### config.mk
export PLATFORM = sky130hd
export DESIGN_NAME = ext_irq_sense
export DESIGN_NICKNAME = d
export VERILOG_FILES = /design/src/rtl/eis_pkg.sv /design/src/rtl/eis_sync.sv /design/src/rtl/eis_regs.sv /design/src/rtl/eis_detect.sv /design/src/rtl/eis_arbiter.sv /design/src/rtl/ext_irq_sense.sv
export SDC_FILE = /design/constraint.sdc
export NUM_CORES = 1
export LEC_CHECK = 0
export ABC_AREA = 1
export CAP_MARGIN = 20
export CORE_UTILIZATION = 33
export DETAILED_ROUTE_END_ITERATION = 7
export GPL_ROUTABILITY_DRIVEN = 0
export PLACE_DENSITY = 0.85
export SLEW_MARGIN = 20
export SYNTH_ARGS = -nofsm -noshare
export SYNTH_HDL_FRONTEND = slang
export SYNTH_SLANG_ARGS = --single-unit
### constraint.sdc
create_clock -name clk -period 1.2 [get_ports clk]
set_input_delay 0.12 -clock clk [delete_from_list [all_inputs] [get_ports clk]]
set_output_delay 0.12 -clock clk [all_outputs]
set_load 0.05 [all_outputs]
### src/rtl/eis_pkg.sv
package eis_pkg;

  // Sense codes; the numeric values are decoded by software, keep them fixed.
  typedef enum logic [1:0] {
    SENSE_LOW  = 2'b00,
    SENSE_RSV  = 2'b01,
    SENSE_FALL = 2'b10,
    SENSE_RISE = 2'b11
  } sense_e;

  // Register select on the write port.
  typedef enum logic [1:0] {
    SEL_CTRL = 2'd0,
    SEL_MASK = 2'd1,
    SEL_FLAG = 2'd2,
    SEL_NONE = 2'd3
  } cfg_sel_e;

endpackage

### src/rtl/eis_sync.sv
module eis_sync #(
  parameter int   STAGES  = 2,
  parameter logic RST_VAL = 1'b1
) (
  input  logic clk,
  input  logic rst,
  input  logic d_i,
  output logic q_o
);

  generate
    if (STAGES <= 1) begin : g_single
      logic q_r;
      always_ff @(posedge clk) begin
        if (rst) q_r <= RST_VAL;
        else     q_r <= d_i;
      end
      assign q_o = q_r;
    end else begin : g_chain
      logic [STAGES-1:0] chain_r;
      always_ff @(posedge clk) begin
        if (rst) chain_r <= {STAGES{RST_VAL}};
        else     chain_r <= {chain_r[STAGES-2:0], d_i};
      end
      assign q_o = chain_r[STAGES-1];
    end
  endgenerate

endmodule

### src/rtl/eis_regs.sv
module eis_regs
  import eis_pkg::*;
#(
  parameter int REG_W      = 8,
  parameter int ENABLE_BIT = 6,
  parameter int FLAG_BIT   = 6
) (
  input  logic             clk,
  input  logic             rst,
  input  logic             we_i,
  input  logic [1:0]       sel_i,
  input  logic [REG_W-1:0] wdata_i,
  output sense_e           sense_o,
  output logic             enable_o,
  output logic             clr_o
);

  sense_e sense_r;
  logic   enable_r;
  logic   unused_wdata;

  assign unused_wdata = ^wdata_i;

  always_ff @(posedge clk) begin
    if (rst) begin
      sense_r  <= SENSE_LOW;
      enable_r <= 1'b0;
    end else if (we_i) begin
      if (sel_i == SEL_CTRL) sense_r  <= sense_e'(wdata_i[1:0]);
      if (sel_i == SEL_MASK) enable_r <= wdata_i[ENABLE_BIT];
    end
  end

  // Write-one-to-clear strobe for the flag.
  assign clr_o    = we_i && (sel_i == SEL_FLAG) && wdata_i[FLAG_BIT];
  assign sense_o  = sense_r;
  assign enable_o = enable_r;

  AST_NONE_SEL_KEEPS: assert property (@(posedge clk) disable iff (rst)
    (we_i && sel_i == SEL_NONE) |=> ($stable(sense_r) && $stable(enable_r))) else $error("select 3 changed a register");

endmodule

### src/rtl/eis_detect.sv
module eis_detect
  import eis_pkg::*;
#(
  parameter logic IDLE_LEVEL = 1'b1
) (
  input  logic   clk,
  input  logic   rst,
  input  logic   pin_s_i,
  input  sense_e sense_i,
  input  logic   clr_i,
  output logic   flag_o
);

  logic prev_r;
  logic flag_r;
  logic fall_w;
  logic rise_w;
  logic flag_nx;

  assign fall_w =  prev_r && !pin_s_i;
  assign rise_w = !prev_r &&  pin_s_i;

  always_comb begin
    unique case (sense_i)
      SENSE_LOW:  flag_nx = !pin_s_i;
      SENSE_FALL: flag_nx = (flag_r && !clr_i) || fall_w;
      SENSE_RISE: flag_nx = (flag_r && !clr_i) || rise_w;
      default:    flag_nx =  flag_r && !clr_i;
    endcase
  end

  always_ff @(posedge clk) begin
    if (rst) begin
      prev_r <= IDLE_LEVEL;
      flag_r <= 1'b0;
    end else begin
      prev_r <= pin_s_i;
      flag_r <= flag_nx;
    end
  end

  assign flag_o = flag_r;

  AST_LEVEL_DROP: assert property (@(posedge clk) disable iff (rst)
    (sense_i == SENSE_LOW && pin_s_i) |=> !flag_r) else $error("level flag held");
  AST_FALL_SETS: assert property (@(posedge clk) disable iff (rst)
    (sense_i == SENSE_FALL && prev_r && !pin_s_i) |=> flag_r) else $error("falling edge missed");
  AST_RISE_SETS: assert property (@(posedge clk) disable iff (rst)
    (sense_i == SENSE_RISE && !prev_r && pin_s_i) |=> flag_r) else $error("rising edge missed");
  AST_RSV_NO_SET: assert property (@(posedge clk) disable iff (rst)
    (sense_i == SENSE_RSV && !flag_r) |=> !flag_r) else $error("reserved mode fired");
  AST_CLEAR_WORKS: assert property (@(posedge clk) disable iff (rst)
    (sense_i == SENSE_RSV && clr_i) |=> !flag_r) else $error("clear ignored");

endmodule

### src/rtl/eis_arbiter.sv
module eis_arbiter #(
  parameter int              VEC_W   = 22,
  parameter logic [VEC_W-1:0] EXT_VEC = 22'h000002,
  parameter logic [VEC_W-1:0] TMR_VEC = 22'h000012
) (
  input  logic             clk,
  input  logic             rst,
  input  logic             flag_i,
  input  logic             enable_i,
  input  logic             tmr_i,
  input  logic             gie_i,
  input  logic             dis_i,
  output logic             req_o,
  output logic [VEC_W-1:0] vec_o
);

  logic             ext_pend_w;
  logic             open_w;
  logic             req_nx;
  logic [VEC_W-1:0] vec_nx;
  logic             req_r;
  logic [VEC_W-1:0] vec_r;

  assign ext_pend_w = flag_i && enable_i;
  assign open_w     = gie_i && !dis_i;

  // Fixed order: the external pin is served before the timer.
  always_comb begin
    req_nx = open_w && (ext_pend_w || tmr_i);
    vec_nx = '0;
    if (req_nx) vec_nx = ext_pend_w ? EXT_VEC : TMR_VEC;
  end

  always_ff @(posedge clk) begin
    if (rst) begin
      req_r <= 1'b0;
      vec_r <= '0;
    end else begin
      req_r <= req_nx;
      vec_r <= vec_nx;
    end
  end

  assign req_o = req_r;
  assign vec_o = vec_r;

  AST_GATED_OFF: assert property (@(posedge clk) disable iff (rst)
    (!gie_i || dis_i) |=> !req_r) else $error("request leaked past gate");
  AST_EXT_FIRST: assert property (@(posedge clk) disable iff (rst)
    (open_w && flag_i && enable_i) |=> (req_r && vec_r == EXT_VEC)) else $error("external not first");
  AST_IDLE_VEC: assert property (@(posedge clk) disable iff (rst)
    !req_r |-> (vec_r == '0)) else $error("vector without request");

endmodule

### src/rtl/ext_irq_sense.sv
module ext_irq_sense
  import eis_pkg::*;
#(
  parameter int               PORT_W      = 8,
  parameter int               IRQ_PIN     = 0,
  parameter int               SYNC_STAGES = 2,
  parameter int               REG_W       = 8,
  parameter int               ENABLE_BIT  = 6,
  parameter int               FLAG_BIT    = 6,
  parameter int               VEC_W       = 22,
  parameter logic [VEC_W-1:0] EXT_VEC     = 22'h000002,
  parameter logic [VEC_W-1:0] TMR_VEC     = 22'h000012
) (
  input  logic              clk,
  input  logic              rst,
  input  logic [PORT_W-1:0] port_pins_i,
  input  logic              cfg_we_i,
  input  logic [1:0]        cfg_sel_i,
  input  logic [REG_W-1:0]  cfg_wdata_i,
  input  logic              gie_i,
  input  logic              pipe_dis_i,
  input  logic              tmr_ovf_req_i,
  output logic [REG_W-1:0]  flag_reg_o,
  output logic              irq_req_o,
  output logic [VEC_W-1:0]  irq_vec_o
);

  localparam logic IDLE_LEVEL = 1'b1;

  logic   pin_raw;
  logic   pin_s;
  logic   unused_pins;
  sense_e sense;
  logic   enable;
  logic   clr;
  logic   flag;

  assign pin_raw     = port_pins_i[IRQ_PIN];
  assign unused_pins = ^port_pins_i;

  eis_sync #(.STAGES(SYNC_STAGES), .RST_VAL(IDLE_LEVEL)) u_sync (
    .clk (clk), .rst (rst), .d_i (pin_raw), .q_o (pin_s)
  );

  eis_regs #(.REG_W(REG_W), .ENABLE_BIT(ENABLE_BIT), .FLAG_BIT(FLAG_BIT)) u_regs (
    .clk (clk), .rst (rst), .we_i (cfg_we_i), .sel_i (cfg_sel_i),
    .wdata_i (cfg_wdata_i), .sense_o (sense), .enable_o (enable), .clr_o (clr)
  );

  eis_detect #(.IDLE_LEVEL(IDLE_LEVEL)) u_detect (
    .clk (clk), .rst (rst), .pin_s_i (pin_s), .sense_i (sense),
    .clr_i (clr), .flag_o (flag)
  );

  eis_arbiter #(.VEC_W(VEC_W), .EXT_VEC(EXT_VEC), .TMR_VEC(TMR_VEC)) u_arb (
    .clk (clk), .rst (rst), .flag_i (flag), .enable_i (enable),
    .tmr_i (tmr_ovf_req_i), .gie_i (gie_i), .dis_i (pipe_dis_i),
    .req_o (irq_req_o), .vec_o (irq_vec_o)
  );

  always_comb begin
    flag_reg_o           = '0;
    flag_reg_o[FLAG_BIT] = flag;
  end

  AST_RESET_QUIET: assert property (@(posedge clk)
    rst |=> (!irq_req_o && flag_reg_o == '0)) else $error("outputs not cleared by reset");

endmodule

==> results of run 1 <==
state kept, by name, indices dropped and copies added (netlist names):
name                    count
u_detect.prev_r             1
u_detect.flag_o             1
u_sync.g_chain.chain_r      2
u_arb.vec_o                 2
u_arb.req_o                 1
u_regs.sense_o              2
u_regs.enable_o             1
power breakdown:
group | internal [W] | switching, W
clock | 0.000184 | 0.000112
combinational | 0.0000602 | 0.000228
sequential | 0.000345 | 0.00000955
cells in the final DEF (no fill, tap or decap):
cell type        instances
buf_12                   4
clkbuf_4                 3
clkbuf_8                 1
clkdlybuf4s50_1         11
conb_1                  27
dfxtp_1                 10
inv_1                    8
inv_2                    1
nand2_1                  9
nand2_2                  1
nand3_1                  1
nor2_1                  11
nor2_2                   2
nor3_1                   1
nor3_2                   1
o21a_1                   2
o21ai_0                  2
o21ai_1                  2
or2_2                    3
per-stage QoR:
| step | instances | util | area [um^2] | hold slack (ns) | worst slack [ns] |
|---|---|---|---|---|---|
| final | 125 | 0.436 | 761 | 0.421 | 0.260 |
| after global routing | 125 | 0.436 | 761 | 0.418 | 0.211 |
| after CTS | 125 | 0.436 | 761 | 0.419 | 0.251 |
| after detailed placement | 121 | 0.415 | 724 | 0.402 | 0.0515 |
| after global placement | 121 | 0.415 | 724 | 0.391 | 0.0708 |
| after floorplan | 109 | - | 713 | 0.192 | 0.471 |
synthesized netlist by cell type:
master and n:
or2_2 3, conb_1 1, inv_1 8, o21a_1 2, nor2_2 2, nor3_2 1
nand2_1 9, o21ai_0 2, nand2_2 1, buf_4 28, dfxtp_1 10, nor2_1 11
inv_2 1, nand3_1 1, o21ai_1 2, nor3_1 1
kinds of logic (layout without fill, tap and decap cells):
family / after synthesis / after routing / synth area share
buffers and inverters: 37 / 28 / 0.396
AND/OR/NAND/NOR: 29 / 29 / 0.215
flip-flops: 10 / 10 / 0.325
AO/OA/AOI/OAI: 6 / 6 / 0.0569
other: 1 / 27 / 0.00609
final timing paths:
path	from	to	slack (ns)	cells after the start
max	u_detect.flag_o	flag_reg_o[6]	0.26	1
min	port_pins_i[0]	u_sync.g_chain.chain_r[0]	0.42	2
max reg2reg	u_regs.sense_o[1]	u_detect.flag_o	0.38	4
min reg2reg	u_sync.g_chain.chain_r[0]	u_sync.g_chain.chain_r[1]	0.42	1
layer usage:
layer | vias up | GRT usage
li1 | 227 | -
met1 | 205 | 0.0882
met2 | 23 | 0.186
met3 | 4 | 0.0360
met4 | 0 | 0.0848
met5 | - | 0
final cells by class:
| class | count | area [um^2] |
|---|---|---|
| inverter | 9 | 33.8 |
| multi-input combinational | 62 | 269 |
| clock buffer | 4 | 36.3 |
| fill | 182 | 985 |
| timing repair buffer | 15 | 190 |
| sequential | 10 | 200 |
| tap | 25 | 31.3 |
==> impl_metrics.json, run 1 <==
{
  "cap_violations": 0,
  "dr_wl_met2_um": 492,
  "first_global_vias": 407,
  "synthesis.area_um2": 616,
  "first_pass_iters": 2,
  "avgSynthCellArea_um2": 7.42,
  "setup_violations": 0,
  "routed-wl-met3_um": 63,
  "synth_area_leaders": "buf_4 34%, dfxtp_1 33%, nor2_1 6.7%, nand2_1 5.5%, inv_1 4.9%",
  "synth.largest_area_cell": "buf_4",
  "tns_ns": 0,
  "area_growth_pct": 23.6,
  "io_buffers": 15,
  "yosysTopAreaCellShare": 0.341,
  "cts_root_buf": "clkbuf_4",
  "yosysWarnings": 0,
  "clkTransAtPathRegs_ns": 0.06,
  "grt_pass1_wl_mm": 1.46,
  "path_buf_inv": 1,
  "antenna_found_initial": 0,
  "htree_levels": 1,
  "numCtsBuffers": 3,
  "critPathKind": "reg -> out",
  "irDropWorstVdd_v": 0.000566,
  "fin_nets": 125,
  "dieArea_um2": 2040,
  "syn_inst": 83,
  "drt-met1-wl_um": 282,
  "fin_skew_ns": 0.00291,
  "p_leak_nw": 0.389,
  "yosysUniqueCellTypes": 16,
  "grt_max_degree": 7,
  "cts_resized": 0,
  "grt_usage": 0.102,
  "cts_hold_buf": 0,
  "die_y_um": 45.2,
  "crit_path_start_kind": "register",
  "rsz0062_at_grt": "no",
  "hpwlAfterDp_um": 752,
  "worstPathRequired_ns": 1.08,
  "core_um2": 1750,
  "slowest_delay_ns": 0.40,
  "top_layer": "met4",
  "min_period_ns": 0.940,
  "clk_latency_ns": 0.26,
  "overflow": 0,
  "cts_sinks": 10,
  "status": "finished, final reports clean",
  "cp.arrival_ns": 0.82,
  "placementRows": 15,
  "num_vias": 459,
  "cp_slowest_cell": "dfxtp_1",
  "cts_buffer_depth": 2,
  "ios": 55,
  "antenna_cells": 0,
  "worst_setup_path_end_kind": "primary output",
  "maxSlewViolCount": 0,
  "period_share": 0.783,
  "hold_class": "in -> reg",
  "cp_max_fo": 3,
  "drc_errors": 0,
  "cpLargestDelayFamily": "flip-flops",
  "power_w": 0.000939,
  "yosysSeqAreaShare": 0.325,
  "first_iter_violations": 4,
  "die_w_um": 45.2,
  "cts_tree": "yes",
  "drive_above_1_share": 0.160,
  "ant_nets": 0,
  "hold_viol_final": 0,
  "max_freq_ghz": 1.06,
  "pwr_density_cell_nw_per_um2": 1230,
  "viasPerCell": 3.67,
  "start_util": 0.353,
  "synth_seq_cells": 10,
  "wl_um": 853,
  "post_drt_wl_per_cell_um": 6.82,
  "worstPathCellList": "buf_12",
  "post-cts-setup-buffers": 0
}
No activity file was read; power rests on OpenSTA's default activity.
==> run 2: changes to the inputs <==
--- a/config.mk
+++ b/config.mk
@@ -7,10 +7,10 @@
 export LEC_CHECK = 0
 export ABC_AREA = 1
 export CAP_MARGIN = 20
-export CORE_UTILIZATION = 33
+export CORE_UTILIZATION = 27
 export DETAILED_ROUTE_END_ITERATION = 7
 export GPL_ROUTABILITY_DRIVEN = 0
-export PLACE_DENSITY = 0.85
+export PLACE_DENSITY = 0.74
 export SLEW_MARGIN = 20
 export SYNTH_ARGS = -nofsm -noshare
 export SYNTH_HDL_FRONTEND = slang
==> constraint.sdc (replaced) <==
create_clock -name clk -period 0.85 [get_ports clk]
set_input_delay 0.085 -clock clk [delete_from_list [all_inputs] [get_ports clk]]
set_output_delay 0.085 -clock clk [all_outputs]
set_load 0.05 [all_outputs]
==> run 2 against run 1 <==
- the run now ends with setup timing left
- die area is 21% higher
- cell area is 6.4% higher
- highest routed layer is now met3
- routed wire length grew 16%
- hold slack worse by 0.28 ns
- global-route usage down 1.5 points
- sequential power increased by 42%
- non-clock buffer count grew 2
- utilization decreased by 3.9 points
- register-to-register slack got worse by 0.36 ns
==> impl_metrics.json, run 2 (same netlist as run 1, synthesis figures left out) <==
{
  "status": "finished with violations",
  "violations": "setup timing",
  "place_ws_ns": -0.246,
  "num_vias": 459,
  "grt_pass1_wl_mm": 1.57,
  "htree_levels": 1,
  "viasPerCell": 3.56,
  "cts_buffer_depth": 2,
  "max_freq_ghz": 1.09,
  "final_cell_mix": "27 x conb_1, 11 x nor2_1, 8 x inv_1, 8 x nand2_1, 8 x clkdlybuf4s50_1",
  "cts_sinks": 10,
  "grt_max_degree": 7,
  "grt_usage": 0.0873,
  "cp_slowest_cell": "dfxtp_2",
  "die_w_um": 49.8,
  "first_pass_iters": 4,
  "ant_nets": 0,
  "cts_root_buf": "clkbuf_4",
  "slowest_delay_ns": 0.33,
  "clkTransAtPathRegs_ns": 0.07,
  "hold_viol_final": 0,
  "rsz0062_at_grt": "yes",
  "worstPathCellList": "buf_6 -> buf_12",
  "post_drt_wl_per_cell_um": 7.67,
  "hold_class": "in -> reg",
  "fin_area_um2": 810,
  "setup_ws_ns": -0.0675,
  "io_buffers": 15,
  "first_iter_violations": 3,
  "cap_violations": 0,
  "min_period_ns": 0.917,
  "area_growth_pct": 31.5,
  "overflow": 0,
  "clk_latency_ns": 0.26,
  "fin_nets": 127,
  "core_um2": 2040,
  "cts_tree": "yes",
  "fin_skew_ns": 0.00150,
  "cts_hold_buf": 0,
  "ios": 55,
  "dieArea_um2": 2480,
  "antenna_found_initial": 0,
  "cp_max_fo": 2,
  "worstPathRequired_ns": 0.76,
  "nFillCells": 209,
  "finalHoldWorstSlack_ns": 0.141,
  "irDropWorstVdd_v": 0.000657,
  "start_util": 0.301,
  "pwr_density_cell_nw_per_um2": 1670,
  "antenna_cells": 0,
  "wl_um": 989,
  "die_y_um": 49.8,
  "first_global_vias": 388,
  "critPathKind": "reg -> out",
  "cp.arrival_ns": 0.83,
  "drive_above_1_share": 0.265,
  "worst_setup_path_end_kind": "primary output",
  "maxSlewViolCount": 0,
  "numCtsBuffers": 3,
  "setup_violations": 1,
  "drc_errors": 0,
  "period_share": 1.08,
  "final_common_cell": "conb_1",
  "placementRows": 16,
  "placed_cell_area_um2": 734,
  "crit_path_start_kind": "register",
  "hpwlAfterDp_um": 817,
  "p_leak_nw": 0.446
}
[run 2: cell types whose count changed in the layout (fill, tap and decap cells not counted), sizes merged]
cell / change
buf: +2
dlymetal6s2s: +3
clkdlybuf4s50: -3
[run 2: layout make-up]
type                       instances  area [um^2]  area share
tap                               27         33.8      0.0417
clock buffer                       4         36.3      0.0448
inverter                           9         33.8      0.0417
sequential                        10          209       0.258
multi-input combinational         62          280       0.346
timing repair buffer              17          216       0.267
[run 2: worst paths after layout]
kind	slack [ns]	cells after the start	startpoint	to
worst min register to register	0.44	1	u_sync.g_chain.chain_r[0]	u_sync.g_chain.chain_r[1]
worst min-delay path	0.14	2	rst	u_detect.flag_o
worst max register to register	0.02	4	u_detect.flag_o	u_arb.req_o
worst max-delay path	-0.07	2	u_detect.flag_o	flag_reg_o[6]
[run 2: through the flow]
step	util	TNS [ns]	cells	total power, W
after global placement	0.360	-2.03	124	0.000917
after detailed placement	0.360	-2.16	124	0.000920
after global routing	0.396	-0.180	129	0.00142
final	0.396	-0.0675	129	0.00135
after floorplan	-	0	109	0.000923
after CTS	0.387	-0.0893	129	0.00136
[run 2: routing by layer]
layer	GRT usage	up-vias	wire, um
met2	0.155	27	539
li1	-	233	-
met3	0.0401	0	77
met1	0.0781	199	372
met5	0	-	0
met4	0.0571	0	0
[run 2: what timing repair did]
action	CTS	global route
setup buffers	1	0
endpoints found under the hold margin	0	0
endpoints found under the setup margin	4	10
gates cloned	0	0
pin swaps	1	2
gates resized for setup	6	9
[run 2: where the power goes]
group / total, W / leakage (nW) / internal, W / switching (W)
Combinational: 0.000416 / 0.341 / 0.0000885 / 0.000327
Sequential: 0.000504 / 0.0841 / 0.000489 / 0.0000146
Clock: 0.000428 / 0.0210 / 0.000260 / 0.000169
[run 2: worst max-delay path, delay by kind of cell (launching register included)]
family | cells | cell delay (ns)
flops | 1 | 0.33
buf+inv | 2 | 0.24
